## src/rtl/bx_pkg.sv

```systemverilog
package bx_pkg;
  localparam int unsigned BX_DW    = 12;
  localparam int unsigned BX_NPORT = 3;
  localparam int unsigned BX_NCAP  = 2;

  typedef enum logic [1:0] {
    PORT_A  = 2'd0,
    PORT_B1 = 2'd1,
    PORT_B2 = 2'd2
  } port_e;
endpackage

```

## src/rtl/bx_capture.sv

```systemverilog
module bx_capture #(
  parameter int unsigned DW = 12
) (
  input  logic          clk,
  input  logic          rst,
  input  logic          load_n,
  input  logic [DW-1:0] d,
  output logic [DW-1:0] q
);
  logic [DW-1:0] q_r;

  always_ff @(posedge clk) begin
    if (rst)          q_r <= '0;
    else if (!load_n) q_r <= d;
  end

  assign q = q_r;

  AST_CAP_HOLD: assert property (@(posedge clk) disable iff (rst)
    load_n |=> $stable(q));
  AST_CAP_LOAD: assert property (@(posedge clk) disable iff (rst)
    !load_n |=> (q == $past(d)));
endmodule

```

## src/rtl/bx_return.sv

```systemverilog
module bx_return #(
  parameter int unsigned DW = 12
) (
  input  logic          clk,
  input  logic          rst,
  input  logic          pick_b1,
  input  logic [DW-1:0] b1,
  input  logic [DW-1:0] b2,
  output logic [DW-1:0] q
);
  logic [DW-1:0] src;
  logic [DW-1:0] q_r;

  always_comb begin
    if (pick_b1) src = b1;
    else         src = b2;
  end

  always_ff @(posedge clk) begin
    if (rst) q_r <= '0;
    else     q_r <= src;
  end

  assign q = q_r;

  AST_RET_B1: assert property (@(posedge clk) disable iff (rst)
    pick_b1 |=> (q == $past(b1)));
  AST_RET_B2: assert property (@(posedge clk) disable iff (rst)
    !pick_b1 |=> (q == $past(b2)));
endmodule

```

## src/rtl/bx_oe_sync.sv

```systemverilog
module bx_oe_sync #(
  parameter int unsigned N = 3
) (
  input  logic         clk,
  input  logic         rst,
  input  logic [N-1:0] oe_n,
  output logic [N-1:0] drive
);
  for (genvar i = 0; i < N; i++) begin : g_oe
    logic oe_q;
    always_ff @(posedge clk) begin
      if (rst) oe_q <= 1'b1;
      else     oe_q <= oe_n[i];
    end
    assign drive[i] = ~oe_q;

    AST_OE_DELAY: assert property (@(posedge clk) disable iff (rst)
      1'b1 |=> (drive[i] == !$past(oe_n[i])));
    AST_OE_RESET: assert property (@(posedge clk)
      rst |=> !drive[i]);
  end
endmodule

```

## src/rtl/bus_exchanger.sv

```systemverilog
module bus_exchanger
  import bx_pkg::*;
#(
  parameter int unsigned DW = BX_DW
) (
  input  logic          clk,
  input  logic          rst,
  input  logic          load1_n,
  input  logic          load2_n,
  input  logic          pick_b1,
  input  logic          a_oe_n,
  input  logic          b1_oe_n,
  input  logic          b2_oe_n,
  input  logic [DW-1:0] a_in,
  output logic [DW-1:0] a_out,
  output logic          a_drive,
  input  logic [DW-1:0] b1_in,
  output logic [DW-1:0] b1_out,
  output logic          b1_drive,
  input  logic [DW-1:0] b2_in,
  output logic [DW-1:0] b2_out,
  output logic          b2_drive
);
  localparam int unsigned NCAP = BX_NCAP;
  localparam int unsigned NOE  = BX_NPORT;

  logic [NCAP-1:0] cap_ld_n;
  logic [DW-1:0]   cap_q [NCAP];
  logic [NOE-1:0]  oe_n_vec;
  logic [NOE-1:0]  drv_vec;

  assign cap_ld_n = {load2_n, load1_n};

  for (genvar g = 0; g < NCAP; g++) begin : g_cap
    bx_capture #(.DW(DW)) u_cap (
      .clk    (clk),
      .rst    (rst),
      .load_n (cap_ld_n[g]),
      .d      (a_in),
      .q      (cap_q[g])
    );
  end

  bx_return #(.DW(DW)) u_ret (
    .clk     (clk),
    .rst     (rst),
    .pick_b1 (pick_b1),
    .b1      (b1_in),
    .b2      (b2_in),
    .q       (a_out)
  );

  always_comb begin
    oe_n_vec = '1;
    oe_n_vec[int'(PORT_A)]  = a_oe_n;
    oe_n_vec[int'(PORT_B1)] = b1_oe_n;
    oe_n_vec[int'(PORT_B2)] = b2_oe_n;
  end

  bx_oe_sync #(.N(NOE)) u_oe (
    .clk   (clk),
    .rst   (rst),
    .oe_n  (oe_n_vec),
    .drive (drv_vec)
  );

  assign b1_out   = cap_q[0];
  assign b2_out   = cap_q[1];
  assign a_drive  = drv_vec[int'(PORT_A)];
  assign b1_drive = drv_vec[int'(PORT_B1)];
  assign b2_drive = drv_vec[int'(PORT_B2)];

  AST_RST_CLEAR: assert property (@(posedge clk)
    rst |=> (a_out == '0 && b1_out == '0 && b2_out == '0));
  AST_WORD_PAIR: assert property (@(posedge clk) disable iff (rst)
    (!load2_n && load1_n && !$past(load1_n) && !$past(rst))
    |=> (b1_out == $past(a_in, 2) && b2_out == $past(a_in)));
  AST_B_INDEP: assert property (@(posedge clk) disable iff (rst)
    (!b1_oe_n && !b2_oe_n) |=> (b1_drive && b2_drive));
endmodule

```

## config.mk

```make
export PLATFORM = sky130hd
export DESIGN_NAME = bus_exchanger
export DESIGN_NICKNAME = d
export VERILOG_FILES = /design/src/rtl/bx_pkg.sv /design/src/rtl/bx_capture.sv /design/src/rtl/bx_return.sv /design/src/rtl/bx_oe_sync.sv /design/src/rtl/bus_exchanger.sv
export SDC_FILE = /design/constraint.sdc
export NUM_CORES = 1
export LEC_CHECK = 0
export BUFFER_PORTS_ARGS = -buffer_cell sky130_fd_sc_hd__buf_2
export CAP_MARGIN = 30
export CORE_MARGIN = 2
export CORE_UTILIZATION = 25
export CTS_CLUSTER_DIAMETER = 100
export DETAILED_ROUTE_END_ITERATION = 16
export GPL_ROUTABILITY_DRIVEN = 0
export RECOVER_POWER = 100
export SYNTH_ARGS = -nofsm -noshare
export SYNTH_HDL_FRONTEND = slang
export SYNTH_SLANG_ARGS = --single-unit
export TNS_END_PERCENT = 5
```

## constraint.sdc

```tcl
create_clock -name clk -period 0.8 [get_ports clk]
set_clock_uncertainty 0.15 [all_clocks]
set_input_delay 0.08 -clock clk [delete_from_list [all_inputs] [get_ports clk]]
set_output_delay 0.08 -clock clk [all_outputs]
set_load 0.05 [all_outputs]
```

==> flow_metrics.tcl <==
set metrics [dict create \
    run_status "finished, violations left" \
    failed_checks "hold timing, setup timing" \
    placementRows 26 \
    net_count_after_synthesis 168 \
    fp.dieArea_mm2 0.00605 \
    violation_count_after_the_first_detailed_routing_iteration 15 \
    yosys.area.top_type "sky130_fd_sc_hd__dfxtp_1" \
    leading_cell_type_in_the_layout_fill_and_taps_excluded "sky130_fd_sc_hd__buf_2" \
    start_util_pct 26.3 \
    ir_drop_mv 0.982 \
    chipWidth_um 77.8 \
    hold_path_stages 2 \
    cp_top_family "flip-flops" \
    cts.path.max_buffers 2 \
    critical_path_depth 2 \
    crit_arrival_ps 790 \
    ys_seq_elements 39 \
    slew_headroom_pct 83.4 \
    synth_sequential_area_ratio_pct 57.4 \
    synth.yosys.warnings 0 \
    tritoncts_num_sinks 39 \
    timing.final.crit_period_ps 1020 \
    timing.critical_path.required_ps 570 \
    antenna_cells 0 \
    power_density_mw_per_mm2 1850 \
    path_clk_slew_ps 70 \
    crit_slowest_cell "sky130_fd_sc_hd__dfxtp_1" \
    fin_crit_sh_pct 127 \
    max_slew_violation_count 0 \
    worst_setup_path_end_kind "output port" \
    cpPeakStageDelay_ps 300 \
    estimated_wirelength_of_the_detail_placed_design_um 2320 \
    drt_pass1_iterations 2 \
    setup_violations 40 \
    clk_root_buffer_cell "sky130_fd_sc_hd__clkbuf_8" \
    n_fill_cell 473 \
    synth.top_cells.by_area "sky130_fd_sc_hd__dfxtp_1, sky130_fd_sc_hd__mux2i_1, sky130_fd_sc_hd__nor2_1, sky130_fd_sc_hd__buf_6, sky130_fd_sc_hd__buf_2" \
    final_cells 282 \
    post_synth_num_cell_types 7 \
    worstSetupPathType "reg2out" \
    buffer_ports.inserted 82 \
    tritoncts "done" \
    cts_htree_levels 2 \
    wire_length_of_the_first_global_routing_pass_um 5440 \
    tns_ps -7810 \
    worstPathCellList "inv_1 > buf_6" \
    viasPerCell 4.03 \
    detailroute.via_count 1136 \
    layout.cells.most_common_list "sky130_fd_sc_hd__buf_2, sky130_fd_sc_hd__mux2i_1, sky130_fd_sc_hd__nor2_1" \
    area_overhead_of_the_layout_relative_to_synthesis_pct 79.9 \
    final-hold-violation-count 39 \
    die_height_um 77.8 \
    maxClockFrequency_mhz 981 \
    nets 255 \
    via_count_of_the_first_global_routing_pass 1174 \
    post-route-util_pct 47.3 \
    post-place-cells 274 \
    timing.critical_path.fanout_max 1 \
    grtUsageTotal_pct 11.7 \
    p_total_uw 4520 \
    postLayoutSetupSlackWorst_ps -219 \
    clk_latency_ps 280 \
    p_leak_uw 0.00118 \
    hold_path_class "in2reg" \
    critPathLaunchType "register" \
    worstMarginPinSlew_ps 249 \
    routed_wirelength_um 3270 \
    synth_area_mm2 0.00136 \
    drt.antenna.violating_nets 0 \
    path_buf_inv 2 \
    count_of_cells_along_the_worst_register_to_register_path 2 \
    overflow 0 \
    max-cap-violations 0 \
    io_pins 83 \
    syn_inst 124 \
    drt_drc_violations_left 0 \
    wire_per_inst_um 11.6 \
    number_of_antenna_violations_at_the_first_check_in_global_routing 0 \
    syn-mean-instance-area_um2 11.0 \
    design.core.area_mm2 0.00517 \
    tritoncts.num_buffers 5 \
    share_of_final_layout_standard_cells_stronger_than_drive_strength_1_pct 62.3 \
    hold-worst-slack_ps -173 \
    unrepaired_setup_endpoints_after_global_routing "yes" \
    grt_start_max_net_pins 25 \
    synth_top_area_share_pct 57.4 \
]
==> logic make-up after synthesis <==
| logic type | synth area share [%] |
|---|---|
| AND/OR/NAND/NOR | 11.3 |
| multiplexers | 26.5 |
| buffers and inverters | 4.78 |
| flip-flops | 57.4 |
==> stage by stage <==
step,area [um^2],worst slack [ps],hold WS [ps]
after floorplan,1450,-23.8,33.8
after CTS,2440,-234,-178
after global routing,2450,-256,-170
final,2450,-219,-173
after detailed placement,1980,-64.9,120
after global placement,1980,-48.6,115
==> timing repair <==
action / 4_1_cts / 5_1_grt
hold endpoints to repair: 39 / 39
setup buffers: 0 / 0
resized for setup: 123 / 3
pin swaps: 0 / 4
setup endpoints to repair: 39 / 57
==> state kept, by name (all words and copies together) (netlist names) <==
signal and count:
g_cap.u_cap.q 24, u_oe.g_oe.oe_q 3, u_ret.q 12
==> worst reg2reg max path, stage by stage (launching register included) <==
cell and delay [ps]:
sky130_fd_sc_hd__dfxtp_4 350, sky130_fd_sc_hd__mux2i_1 150, sky130_fd_sc_hd__nor2_1 50
==> Yosys cell counts (all sizes together) <==
library cell	n
nor2	36
buf	7
dfxtp	39
or2	3
inv	3
mux2i	36
==> final timing paths <==
kind                        start                   end  slack [ps]
max             u_oe.g_oe[2].oe_q              b2_drive        -220
min                       b2_oe_n     u_oe.g_oe[2].oe_q        -170
max reg2reg  g_cap[0].u_cap.q[10]  g_cap[0].u_cap.q[10]         -10
min reg2reg   g_cap[1].u_cap.q[6]   g_cap[1].u_cap.q[6]         360
==> metal layers <==
metal | global-route usage (%) | wire (um)
met5 | 0 | 0
met4 | 4.82 | 51
met3 | 6.28 | 422
met2 | 20.3 | 1590
met1 | 11.5 | 1200
==> power breakdown <==
part	internal, uW	switching, uW	leakage [uW]	total [uW]
combinational	525	648	0.000795	1170
clock	594	626	0.0000403	1220
sequential	2040	88.6	0.000342	2130
==> final cells by class <==
type / count / area, um^2 / share of cell area [%]
Sequential cell: 39 / 887 / 36.3
Inverter: 3 / 11.3 / 0.460
Multi-Input combinational cell: 75 / 514 / 21.0
Clock inverter: 2 / 7.51 / 0.307
Clock buffer: 6 / 72.6 / 2.97
Timing Repair Buffer: 87 / 866 / 35.4
Tap cell: 70 / 87.6 / 3.58
(Power assumes the default switching activity.)
